--- config.mk ---
export PLATFORM = sky130hd
export DESIGN_NAME = hbus_master
export DESIGN_NICKNAME = d
export VERILOG_FILES = /design/src/rtl/hbus_pkg.sv /design/src/rtl/hbus_timing_sel.sv /design/src/rtl/hbus_phase_timer.sv /design/src/rtl/hbus_datapath.sv /design/src/rtl/hbus_master.sv
export SDC_FILE = /design/constraint.sdc
export NUM_CORES = 1
export LEC_CHECK = 0
export ABC_AREA = 1
export CAP_MARGIN = 20
export CORE_UTILIZATION = 30
export CTS_CLUSTER_DIAMETER = 30
export CTS_CLUSTER_SIZE = 24
export DETAILED_ROUTE_END_ITERATION = 16
export PLACE_DENSITY = 0.54
export RECOVER_POWER = 25
export SYNTH_ARGS = -nofsm -noshare
export SYNTH_HDL_FRONTEND = slang
export SYNTH_HIERARCHICAL = 1
export SYNTH_SLANG_ARGS = --single-unit
--- constraint.sdc ---
create_clock -name clk -period 2.5 [get_ports clk]
set_clock_uncertainty 0.1 [all_clocks]
set_input_delay 0.5 -clock clk [delete_from_list [all_inputs] [get_ports clk]]
set_output_delay 0.5 -clock clk [all_outputs]
set_load 0.005 [all_outputs]
--- src/rtl/hbus_pkg.sv ---
// Shared types for the strobe bus master.
// Assumes every phase count fits in CNT_W bits and is at least 1.
package hbus_pkg;

    localparam int CNT_W = 8;

    typedef logic [CNT_W-1:0] cnt_t;

    // Cycle counts for one timing regime (pre-boot or post-boot).
    typedef struct packed {
        cnt_t setup;
        cnt_t pulse;
        cnt_t hold;
        cnt_t recov;
    } phase_set_t;

    // One-hot phase encoding: each strobe/drive output is a single flop bit.
    typedef enum logic [4:0] {
        PH_IDLE   = 5'b00001,
        PH_SETUP  = 5'b00010,
        PH_STROBE = 5'b00100,
        PH_HOLD   = 5'b01000,
        PH_RECOV  = 5'b10000
    } phase_e;

    localparam int STROBE_BIT = 2;

endpackage

--- src/rtl/hbus_timing_sel.sv ---
// Chooses the phase-count set from the boot state.
// live_set follows boot_done at once and is used to load the first phase.
// acc_set is latched on capture and holds the counts for the rest of the access.
// Assumes all parameter values are in the range 1 .. 2**CNT_W-1.
module hbus_timing_sel
    import hbus_pkg::*;
#(
    parameter int PRE_SETUP  = 1,
    parameter int PRE_PULSE  = 11,
    parameter int PRE_HOLD   = 1,
    parameter int PRE_RECOV  = 21,
    parameter int POST_SETUP = 1,
    parameter int POST_PULSE = 3,
    parameter int POST_HOLD  = 1,
    parameter int POST_RECOV = 5
) (
    input  logic       clk,
    input  logic       rst_n,
    input  logic       boot_done,
    input  logic       capture,
    output phase_set_t live_set,
    output phase_set_t acc_set
);

    localparam phase_set_t PRE_SET = '{
        setup: cnt_t'(PRE_SETUP),  pulse: cnt_t'(PRE_PULSE),
        hold:  cnt_t'(PRE_HOLD),   recov: cnt_t'(PRE_RECOV)
    };
    localparam phase_set_t POST_SET = '{
        setup: cnt_t'(POST_SETUP), pulse: cnt_t'(POST_PULSE),
        hold:  cnt_t'(POST_HOLD),  recov: cnt_t'(POST_RECOV)
    };

    // Select the regime that applies right now.
    always_comb live_set = boot_done ? POST_SET : PRE_SET;

    // Freeze the regime for the access being started.
    always_ff @(posedge clk) begin
        if (!rst_n)       acc_set <= PRE_SET;
        else if (capture) acc_set <= live_set;
    end

endmodule

--- src/rtl/hbus_phase_timer.sv ---
// Down-counter for the length of one phase.
// A load of N makes expired rise N-1 cycles later, so the phase lasts N cycles.
// Assumes load_len >= 1.
module hbus_phase_timer
    import hbus_pkg::*;
(
    input  logic clk,
    input  logic rst_n,
    input  logic load,
    input  cnt_t load_len,
    output logic expired
);

    cnt_t cnt;

    // Reload on a phase start, otherwise count down and stop at zero.
    always_ff @(posedge clk) begin
        if (!rst_n)          cnt <= '0;
        else if (load)       cnt <= load_len - cnt_t'(1);
        else if (cnt != '0)  cnt <= cnt - cnt_t'(1);
    end

    // Flag the final cycle of the current phase.
    always_comb expired = (cnt == '0);

endmodule

--- src/rtl/hbus_datapath.sv ---
// Address, direction and data registers, plus read capture.
// Every bus-facing output is a flop, so no decode glitch reaches the slave.
// Assumes accept, hold_end and capture come from the sequencer and are never high together.
module hbus_datapath #(
    parameter int AW = 8,
    parameter int DW = 8
) (
    input  logic          clk,
    input  logic          rst_n,
    input  logic          accept,
    input  logic          hold_end,
    input  logic          capture,
    input  logic          req_write,
    input  logic [AW-1:0] req_addr,
    input  logic [DW-1:0] req_wdata,
    input  logic [DW-1:0] bus_data_in,
    output logic [AW-1:0] bus_addr,
    output logic          bus_rnw,
    output logic [DW-1:0] bus_data_out,
    output logic          bus_data_oe,
    output logic [DW-1:0] rsp_rdata
);

    // Latch address, direction and write data when a request is taken.
    always_ff @(posedge clk) begin
        if (!rst_n) begin
            bus_addr     <= '0;
            bus_rnw      <= 1'b1;
            bus_data_out <= '0;
        end else if (accept) begin
            bus_addr     <= req_addr;
            bus_rnw      <= ~req_write;
            bus_data_out <= req_wdata;
        end
    end

    // Drive the data bus from setup through hold of a write only.
    always_ff @(posedge clk) begin
        if (!rst_n)        bus_data_oe <= 1'b0;
        else if (accept)   bus_data_oe <= req_write;
        else if (hold_end) bus_data_oe <= 1'b0;
    end

    // Sample returned data at the edge that ends the strobe.
    always_ff @(posedge clk) begin
        if (!rst_n)       rsp_rdata <= '0;
        else if (capture) rsp_rdata <= bus_data_in;
    end

    // the drivers are never enabled while the direction line says read.
    a_r6_no_drive_on_read: assert property (@(posedge clk) disable iff (!rst_n)
        bus_data_oe |-> !bus_rnw);

    // write data does not move while it is being driven.
    a_r5_data_steady: assert property (@(posedge clk) disable iff (!rst_n)
        (bus_data_oe && $past(bus_data_oe)) |-> $stable(bus_data_out));

endmodule

--- src/rtl/hbus_master.sv ---
// Host-side master for an 8-bit strobe-qualified asynchronous parallel port.
// Sequence per access: SETUP -> STROBE (both selects low) -> HOLD -> RECOV -> IDLE.
// The counts are latched per access from the pre- or post-boot set.
// Assumes the slave returns data within PULSE-1 cycles of the strobe fall.
module hbus_master
    import hbus_pkg::*;
#(
    parameter int AW         = 8,
    parameter int DW         = 8,
    parameter int PRE_SETUP  = 1,
    parameter int PRE_PULSE  = 11,
    parameter int PRE_HOLD   = 1,
    parameter int PRE_RECOV  = 21,
    parameter int POST_SETUP = 1,
    parameter int POST_PULSE = 3,
    parameter int POST_HOLD  = 1,
    parameter int POST_RECOV = 5
) (
    input  logic          clk,
    input  logic          rst_n,
    input  logic          boot_done,
    input  logic          req_valid,
    output logic          req_ready,
    input  logic          req_write,
    input  logic [AW-1:0] req_addr,
    input  logic [DW-1:0] req_wdata,
    output logic          rsp_done,
    output logic [DW-1:0] rsp_rdata,
    output logic [AW-1:0] bus_addr,
    output logic          bus_cs_n,
    output logic          bus_ds_n,
    output logic          bus_rnw,
    output logic [DW-1:0] bus_data_out,
    output logic          bus_data_oe,
    input  logic [DW-1:0] bus_data_in
);

    phase_e     phase, phase_nxt;
    phase_set_t live_set, acc_set;
    logic       accept, capture, hold_end, expired, load;
    cnt_t       load_len;

    assign accept   = (phase == PH_IDLE) && req_valid;
    assign capture  = (phase == PH_STROBE) && expired;
    assign hold_end = (phase == PH_HOLD) && expired;

    hbus_timing_sel #(
        .PRE_SETUP (PRE_SETUP),  .PRE_PULSE (PRE_PULSE),
        .PRE_HOLD  (PRE_HOLD),   .PRE_RECOV (PRE_RECOV),
        .POST_SETUP(POST_SETUP), .POST_PULSE(POST_PULSE),
        .POST_HOLD (POST_HOLD),  .POST_RECOV(POST_RECOV)
    ) u_tsel (
        .clk      (clk),
        .rst_n    (rst_n),
        .boot_done(boot_done),
        .capture  (accept),
        .live_set (live_set),
        .acc_set  (acc_set)
    );

    hbus_phase_timer u_timer (
        .clk     (clk),
        .rst_n   (rst_n),
        .load    (load),
        .load_len(load_len),
        .expired (expired)
    );

    hbus_datapath #(.AW(AW), .DW(DW)) u_dp (
        .clk         (clk),
        .rst_n       (rst_n),
        .accept      (accept),
        .hold_end    (hold_end),
        .capture     (capture),
        .req_write   (req_write),
        .req_addr    (req_addr),
        .req_wdata   (req_wdata),
        .bus_data_in (bus_data_in),
        .bus_addr    (bus_addr),
        .bus_rnw     (bus_rnw),
        .bus_data_out(bus_data_out),
        .bus_data_oe (bus_data_oe),
        .rsp_rdata   (rsp_rdata)
    );

    // Choose the next phase and the length to load into the timer.
    always_comb begin
        phase_nxt = phase;
        load      = 1'b0;
        load_len  = acc_set.setup;
        unique case (phase)
            PH_IDLE: if (req_valid) begin
                phase_nxt = PH_SETUP;  load = 1'b1; load_len = live_set.setup;
            end
            PH_SETUP: if (expired) begin
                phase_nxt = PH_STROBE; load = 1'b1; load_len = acc_set.pulse;
            end
            PH_STROBE: if (expired) begin
                phase_nxt = PH_HOLD;   load = 1'b1; load_len = acc_set.hold;
            end
            PH_HOLD: if (expired) begin
                phase_nxt = PH_RECOV;  load = 1'b1; load_len = acc_set.recov;
            end
            PH_RECOV: if (expired) phase_nxt = PH_IDLE;
            default: phase_nxt = PH_IDLE;
        endcase
    end

    // Phase register.
    always_ff @(posedge clk) begin
        if (!rst_n) phase <= PH_IDLE;
        else        phase <= phase_nxt;
    end

    // Done pulse in the first idle cycle after recovery.
    always_ff @(posedge clk) begin
        if (!rst_n) rsp_done <= 1'b0;
        else        rsp_done <= (phase == PH_RECOV) && expired;
    end

    // Both selects come straight from one state flop bit, so they move together without glitches.
    assign bus_cs_n  = ~phase[STROBE_BIT];
    assign bus_ds_n  = ~phase[STROBE_BIT];
    assign req_ready = (phase == PH_IDLE);

    // Count strobe-low cycles for the pulse-width check.
    cnt_t lo_cnt;
    always_ff @(posedge clk) begin
        if (!rst_n)              lo_cnt <= '0;
        else if (bus_cs_n)       lo_cnt <= '0;
        else if (lo_cnt != '1)   lo_cnt <= lo_cnt + cnt_t'(1);
    end

    // the strobe stays low for exactly the latched pulse count.
    a_r4_pulse_width: assert property (@(posedge clk) disable iff (!rst_n)
        $rose(bus_cs_n) |-> (lo_cnt == acc_set.pulse));

    // address and direction are already settled when the strobes fall.
    a_r3_setup_stable: assert property (@(posedge clk) disable iff (!rst_n)
        $fell(bus_cs_n) |-> ($stable(bus_addr) && $stable(bus_rnw)));

    // address, direction and data are unchanged across the strobe rise.
    a_r3_hold_stable: assert property (@(posedge clk) disable iff (!rst_n)
        $rose(bus_cs_n) |-> ($stable(bus_addr) && $stable(bus_rnw) && $stable(bus_data_out)));

    // once a request is taken the controller reports busy.
    a_r2_busy_after_accept: assert property (@(posedge clk) disable iff (!rst_n)
        (req_valid && req_ready) |=> !req_ready);

    // done lasts one cycle and arrives with the idle state.
    a_r7_done_single: assert property (@(posedge clk) disable iff (!rst_n)
        rsp_done |=> !rsp_done);
    a_r7_done_idle: assert property (@(posedge clk) disable iff (!rst_n)
        rsp_done |-> (req_ready && bus_cs_n && !bus_data_oe));

endmodule

==> impl_metrics.toml, run 1 <==
[finish]
drive_gt1_share_pct = 18.43
final_cells = 580
insertedDiodeCount = 0
final_nets = 501
area_growth_pct = 26.80
fillers = 909
seqCellArea_um2 = 822.0
multi_input_area_um2 = 1531

[floorplan]
die_w_um = 97.66
rows = 34
num_io_pins = 59
die_h_um = 97.66
core_um2 = 8806
initial_utilization_pct = 31.17
die_area_um2 = 9537

[detailed_routing]
drt_iter0_markers = 77
ant_nets = 0
routed_wl_um = 6268
dr_wl_met3_um = 494
routed_via_density = 4.297
top_layer = "met4"
m1WireLength_um = 2915
firstDrtPassIters = 4
dr_total_vias = 2492
wl_met2_um = 2790
drcViolationCount = 0
wl_per_cell_um = 10.81

[power_and_ir_drop]
p_per_area_nw_per_um2 = 959.1
leakage_nw = 1.574
total_power_mw = 3.339
ir_worst_vdd_mv = 0.4989

[placement]
port_buffers = 58
finalWeightedCongestion = 0.7883
place_inst = 572
hpwlAfterDp_um = 4803
pre_cts_ws_ps = -187.8

[setup_path]
cp-start-kind = "flop"
crit_family = "simple AND/OR/NAND/NOR gates"
crit_path_end_kind = "flop"
cp_slowest_stage_delay_ps = 310
slowest_stage = "dfxtp_1"
path_buf_inv = 4
path_class = "reg -> reg"
critPathRequiredTime_ps = 2570
cp.arrival_ps = 2340
worstPathMaxFanout = 9
path_cells = "inv_1, nand2_2, nor2_4, nand2_4, buf_4, o22ai_1, nor2_1, nand2_1, nor2_2, nor2_2, inv_1, ha_1, inv_1, nor2_4, nand3_1, nand2_1, nor2_1, nor2_1"

[cts]
postCtsHoldBufs = 0
post_cts_buffers = 0
cts_tree = "done"
htreeDepth = 2
clock-sinks = 41
clk_pin_slew_ps = 70
cts_resized = 0
clock_latency_ps = 280
cts_root_buffer = "clkbuf_8"
clock_path_buffers = 2
cts-buffers-inserted = 5

[yosys]
syn-mean-instance-area_um2 = 6.880
syn-cell-area_um2 = 2745
yosys_warnings = 6
synthCells = 399

[global_route]
grt_pass1_wl_um = 11180
grt_max_degree = 25
grt_usage_pct = 14.23
grt_antenna_before_repair = 0
grt_pass1_vias = 2466
overflow = 0

[timing]
layout_setup_ws_ps = 230.8
period_share_pct = 90.77
slew_violations = 0
period_minus_slack_ps = 2269
tightest_slew_ps = 620.2
relSlewSlack_pct = 58.61
hold_viol_final = 0
fmax_mhz = 440.7
hold_ws_ps = 365.7
setup_violations = 0

[status]
status = "complete, no violations"

[run]
cap_viol_max_count = 0

[hold_path]
min_path_type = "reg -> reg"
-- metrics by stage --
stage / util [%] / cell area (um2) / setup TNS (ps)
final: 39.53 / 3481 / 0
after global routing: 39.53 / 3481 / -12.14
after CTS: 39.46 / 3475 / 0
after detailed placement: 38.31 / 3373 / -708.9
after global placement: 38.31 / 3373 / -418.6
after floorplan: - / 2883 / 0
-- report_power, final --
group	total, mW	switching (mW)	internal [mW]
clock	0.468	0.219	0.250
combinational	1.97	1.11	0.864
sequential	0.900	0.0976	0.802
-- state kept, by name, summed over array words and instances, names as in the netlist --
| register | cells |
|---|---|
| u_dp/bus_addr | 8 |
| u_dp/bus_data_out | 8 |
| u_dp/rsp_rdata | 8 |
| u_timer/cnt | 8 |
| phase | 5 |
| rsp_done | 1 |
| u_dp/bus_data_oe | 1 |
| u_dp/bus_rnw | 1 |
| u_tsel/acc_set | 1 |
-- path summary, 6_finish.rpt --
path | start | to | slack [ps] | depth (start not counted)
worst max-delay path | phase[1]$_SDFFE_PN0P_ | u_timer/cnt[6]$_SDFFE_PN0P_ | 230 | 18
worst min-delay path | u_dp/bus_data_oe$_SDFFE_PN0P_ | u_dp/bus_data_oe$_SDFFE_PN0P_ | 370 | 2
worst max register to register | phase[1]$_SDFFE_PN0P_ | u_timer/cnt[6]$_SDFFE_PN0P_ | 230 | 18
worst min register to register | u_dp/bus_data_oe$_SDFFE_PN0P_ | u_dp/bus_data_oe$_SDFFE_PN0P_ | 370 | 2
-- layout make-up --
class	count	share of cell area [%]
sequential	41	23.62
timing repair buffer	81	21.64
tap	108	3.882
multi-input combinational	308	44.00
clock inverter	1	0.1438
inverter	34	3.954
clock buffer	7	2.768
-- worst min-delay path, stage by stage (launching register included) --
cell     delay, ps
dfxtp_1        310
nand2_1         70
a21oi_2         40
-- cells in the final DEF, fill, tap and decap left out, drive strengths merged --
| cell type | instances |
|---|---|
| o21ai | 26 |
| xor2 | 1 |
| dlymetal6s2s | 1 |
| o22ai | 16 |
| nand2 | 64 |
| a21oi | 40 |
| and2 | 2 |
| inv | 33 |
| clkinv | 2 |
| clkbuf | 8 |
| a31oi | 1 |
| clkdlybuf4s50 | 57 |
| nor2 | 103 |
| conb | 38 |
| ha | 1 |
| nand4 | 4 |
| dfxtp | 41 |
| nor3 | 1 |
| buf | 22 |
| nand3 | 11 |
-- routing by layer --
layer  global-route usage, %  vias up
met5                       0        -
met4                   3.846        0
met3                   4.964        5
met2                   23.19       61
met1                   17.72     1072
li1                        -     1354
Power figures use the tool's default switching activity.
==> run 2: changes to the inputs <==
CORE_UTILIZATION = 47   (was 30)
PLACE_DENSITY = 0.78   (was 0.54)
==> impl_metrics.toml, run 2 (same netlist as run 1, synthesis figures left out) <==
[status]
status = "complete, no violations"

[global_route]
grt_antenna_before_repair = 0
grt_pass1_vias = 2479
grt_max_degree = 23
grt_pass1_wl_um = 10580
grt_usage_pct = 21.54
overflow = 0

[power_and_ir_drop]
clkPwrFrac_pct = 16.1
total_power_mw = 3.403
internal-power_mw = 1.977
p_per_area_nw_per_um2 = 987.5
pwr-share-comb_pct = 57.7
switching_share_pct = 41.89
pwr-share-seq_pct = 26.2
leakage_nw = 1.607
ir_worst_vdd_mv = 0.5984
p_sw_mw = 1.425

[setup_path]
crit_path_end_kind = "flop"
cp.arrival_ps = 2340
path_class = "reg -> reg"
worstPathMaxFanout = 9
cp-start-kind = "flop"
critPathRequiredTime_ps = 2570

[detailed_routing]
dr_total_vias = 2557
firstDrtPassIters = 4
ant_nets = 0
routed_via_density = 4.700
routed_wl_um = 6111
drcViolationCount = 0
drt_iter0_markers = 86
wl_per_cell_um = 11.23

[run]
cap_viol_max_count = 0

[timing]
period_share_pct = 90.56
fmax_mhz = 441.7
slew_violations = 0
setup_violations = 0
relSlewSlack_pct = 56.89
hold_viol_final = 0
tightest_slew_ps = 646.6
grt_setup_unrepaired = "no"
period_minus_slack_ps = 2264

[finish]
final_core_util_pct = 61.82
final_nets = 501
insertedDiodeCount = 0
drive_gt1_share_pct = 18.43
fin_area_um2 = 3446
area_growth_pct = 25.52
mostFrequentLayoutCells = "nor2_1 (79), nand2_1 (49), clkdlybuf4s50_1 (45)"
layout_commonest_cell = "nor2_1"

[placement]
finalWeightedCongestion = 0.8570
port_buffers = 58
place_area_um2 = 3328
hpwlAfterDp_um = 4625

[floorplan]
initial_utilization_pct = 49.25
core_um2 = 5574
rows = 27
die_w_um = 78.43
num_io_pins = 59
die_area_um2 = 6150
die_h_um = 78.43

[cts]
cts_resized = 0
htreeDepth = 2
clock_latency_ps = 290
clk_pin_slew_ps = 80
cts_tree = "done"
post_cts_buffers = 0
cts-buffers-inserted = 5
cts_root_buffer = "clkbuf_8"
clock_path_buffers = 2
postCtsHoldBufs = 0
clock-sinks = 41

[hold_path]
min_path_type = "reg -> reg"
## run 2: final cells by class
| class | count | area, um2 |
|---|---|---|
| Fill cell | 515 | 2128 |
| Multi-Input combinational cell | 308 | 1524 |
| Sequential cell | 41 | 820.8 |
| Timing Repair Buffer | 81 | 749.5 |
| Inverter | 34 | 145.1 |
| Tap cell | 72 | 90.09 |
| Clock buffer | 7 | 86.33 |
| Clock inverter | 1 | 30.03 |
## run 2: per-stage QoR
step	setup TNS (ps)	worst slack (ps)	cells	hold WS [ps]
final	0	236.0	544	373.6
after floorplan	0	52.96	435	359.3
after global routing	0	6.412	544	400.2
after CTS	0	8.521	544	372.2
after global placement	-909.3	-220.2	536	351.6
after detailed placement	-1258	-272.6	536	358.1
## run 2: worst max-delay path: stages (launching register included)
cell and delay (ps):
dfxtp_1 330, inv_1 90, nor2_1 160, nand3_2 120, buf_4 190, o22ai_1 160
nor2_1 60, nand2_1 90, nand2_1 80, and2_4 170, ha_1 190, inv_1 80
nor2_2 60, nand3_1 70, nand2_1 50, nor2_1 100, nor2_1 40
## run 2: layer usage
| layer | up-vias | routed length [um] | global-route usage [%] |
|---|---|---|---|
| li1 | 1357 | - | - |
| met1 | 1130 | 2768 | 25.32 |
| met2 | 64 | 2778 | 36.23 |
| met3 | 6 | 514 | 8.605 |
| met4 | 0 | 49 | 5.741 |
| met5 | - | 0 | 0 |
## run 2: final timing paths
| kind | start | to | slack, ps | depth (start not counted) |
|---|---|---|---|---|
| worst max-delay path | phase[1]$_SDFFE_PN0P_ | u_timer/cnt[6]$_SDFFE_PN0P_ | 240 | 16 |
| worst min-delay path | u_dp/bus_data_oe$_SDFFE_PN0P_ | u_dp/bus_data_oe$_SDFFE_PN0P_ | 370 | 2 |
| worst min register to register | u_dp/bus_data_oe$_SDFFE_PN0P_ | u_dp/bus_data_oe$_SDFFE_PN0P_ | 370 | 2 |
| worst max register to register | phase[1]$_SDFFE_PN0P_ | u_timer/cnt[6]$_SDFFE_PN0P_ | 240 | 16 |
## run 2: power by group through the flow
| stage | Combinational, mW | Clock (mW) | Sequential (mW) |
|---|---|---|---|
| 6_report | 1.96 | 0.547 | 0.892 |
| 5_1_grt | 2.20 | 0.585 | 0.912 |
| 4_1_cts | 1.94 | 0.559 | 0.894 |
| 3_5_place_dp | 1.93 | 0 | 0.905 |
| 3_3_place_gp | 1.89 | 0 | 0.901 |
| 2_1_floorplan | 1.38 | 0 | 0.901 |
==> run 3: changes to the inputs <==
CORE_UTILIZATION = 56   (was 47)
PLACE_DENSITY = 0.87   (was 0.78)
clock period = 2.7 ns   (was 2.5 ns; I/O delays follow)
==> impl_metrics.toml, run 3 (same netlist as run 1, synthesis figures left out) <==
[setup_path]
crit_family = "buffers and inverters"
r2r_cells = 16
path_cells = "clkdlybuf4s50_1, buf_4, nor2_1, a21oi_1, o22ai_1, nor2_1, nand2_1, nor2_1, nor2_2, inv_1, ha_1, inv_1, nor2_2, inv_1, o21ai_0, a21oi_1"
slowest_stage = "clkdlybuf4s50_1"
cp_slowest_stage_delay_ps = 510
crit_path_end_kind = "flop"
r2r-end = "u_timer/cnt[4]$_SDFFE_PN0P_"
path_class = "in -> reg"
r2r_start = "u_timer/cnt[5]$_SDFFE_PN0P_"
r2r_slack_ps = 290
path_buf_inv = 5
cp.arrival_ps = 2560
cp-start-kind = "input pin"
worstPathMaxFanout = 6
critPathRequiredTime_ps = 2770

[floorplan]
initial_utilization_pct = 58.12
die_area_um2 = 5186
num_io_pins = 59
die_w_um = 72.02
core_um2 = 4723
rows = 25
die_h_um = 72.02

[placement]
finalWeightedCongestion = 0.8956
hpwlAfterDp_um = 4457
port_buffers = 58

[detailed_routing]
firstDrtPassIters = 4
drt_iter0_markers = 147
dr_total_vias = 2565
routed_wl_um = 6120
ant_nets = 0
routed_via_density = 4.831
wl_per_cell_um = 11.53
drcViolationCount = 0

[cts]
cts_tree = "done"
clock_latency_ps = 290
clock-sinks = 41
clock_path_buffers = 2
postCtsHoldBufs = 0
cts_resized = 0
clk_pin_slew_ps = 80
post_cts_buffers = 0
cts-buffers-inserted = 5
cts_root_buffer = "clkbuf_8"
htreeDepth = 2

[global_route]
grt_usage_pct = 25.27
grt_antenna_before_repair = 0
grt_max_degree = 23
grt_pass1_vias = 2427
overflow = 0
grt_pass1_wl_um = 10420

[timing]
slew_violations = 0
grt_setup_unrepaired = "no"
relSlewSlack_pct = 50.27
hold_viol_final = 0
period_share_pct = 92.39
fmax_mhz = 400.9
period_minus_slack_ps = 2495
setup_violations = 0
tightest_slew_ps = 743.2

[hold_path]
min_path_type = "reg -> reg"
whs_endpoint = "u_dp/bus_rnw$_SDFFE_PN1P_"
hold_start = "u_dp/bus_rnw$_SDFFE_PN1P_"
hold_depth = 2

[finish]
final_core_util_pct = 71.13
insertedDiodeCount = 0
fillers = 390
drive_gt1_share_pct = 16.81
area_growth_pct = 22.38
final_nets = 493
mostFrequentLayoutCells = "nor2_1 (82), nand2_1 (49), clkdlybuf4s50_1 (44)"
layout_commonest_cell = "nor2_1"

[power_and_ir_drop]
p_per_area_nw_per_um2 = 892.6
leakage_nw = 1.561
ir_worst_vdd_mv = 0.5410
total_power_mw = 2.999

[status]
status = "complete, no violations"

[run]
cap_viol_max_count = 0
-- run 3: cell types whose count changed in the layout (fill, tap and decap cells not counted), sizes merged --
cell           delta
bufinv            -1
dlygate4sd3       +2
dlymetal6s2s      -1
clkbuf            -2
buf               -6
clkdlybuf4s50     -1
inv               +1
-- run 3: how the worst max path moves through the flow --
stage	startpoint	endpoint	cells after the start	slack, ps
4_1_cts	req_valid	u_timer/cnt[4]$_SDFFE_PN0P_	15	210
5_1_grt	req_valid	u_timer/cnt[4]$_SDFFE_PN0P_	16	20
3_5_place_dp	req_valid	u_timer/cnt[6]$_SDFFE_PN0P_	17	-30
6_report	req_valid	u_timer/cnt[4]$_SDFFE_PN0P_	16	210
3_3_place_gp	req_valid	u_timer/cnt[6]$_SDFFE_PN0P_	18	50
2_1_floorplan	req_valid	u_timer/cnt[6]$_SDFFE_PN0P_	19	140
-- run 3: through the flow --
step	hold WS (ps)	cells	area [um2]	TNS, ps	setup slack (ps)
after floorplan	359.3	435	2880	0	139.1
after global placement	352.2	523	3259	0	53.16
after detailed placement	355.3	523	3259	-27.71	-26.35
after CTS	380.4	531	3364	0	205.1
after global routing	405.0	531	3359	0	17.88
final	374.7	531	3359	0	205.4
-- run 3: worst register-to-register path, delay by kind of cell (launching register included) --
family | cells | cell delay [ps]
flops | 1 | 330
compound gates | 2 | 280
simple gates | 8 | 960
fa+ha+maj | 1 | 130
buf+inv | 5 | 470
-- run 3: per-layer routing --
metal | vias up | GRT usage (%) | routed length (um) | part of all wire (%)
met5 | - | 0 | 0 | 0
met4 | 0 | 10.02 | 123 | 2.0
met3 | 14 | 7.083 | 418 | 6.8
li1 | 1343 | - | - | -
met1 | 1136 | 29.69 | 2645 | 43
met2 | 72 | 43.61 | 2932 | 48
-- run 3: report_power, final --
part / leakage, nW / switching [mW] / internal, mW
registers: 0.337 / 0.0846 / 0.742
logic: 1.17 / 1.01 / 0.705
clock network: 0.0549 / 0.218 / 0.236
-- run 3: layout make-up --
cell class | instances | area [um2] | share of cell area [%]
clock buffer | 7 | 96.34 | 2.868
clock inverter | 1 | 8.758 | 0.2607
inverter | 34 | 145.1 | 4.320
multi-input combinational | 308 | 1511 | 44.99
sequential | 41 | 820.8 | 24.43
tap | 67 | 83.83 | 2.495
timing repair buffer | 73 | 693.2 | 20.63
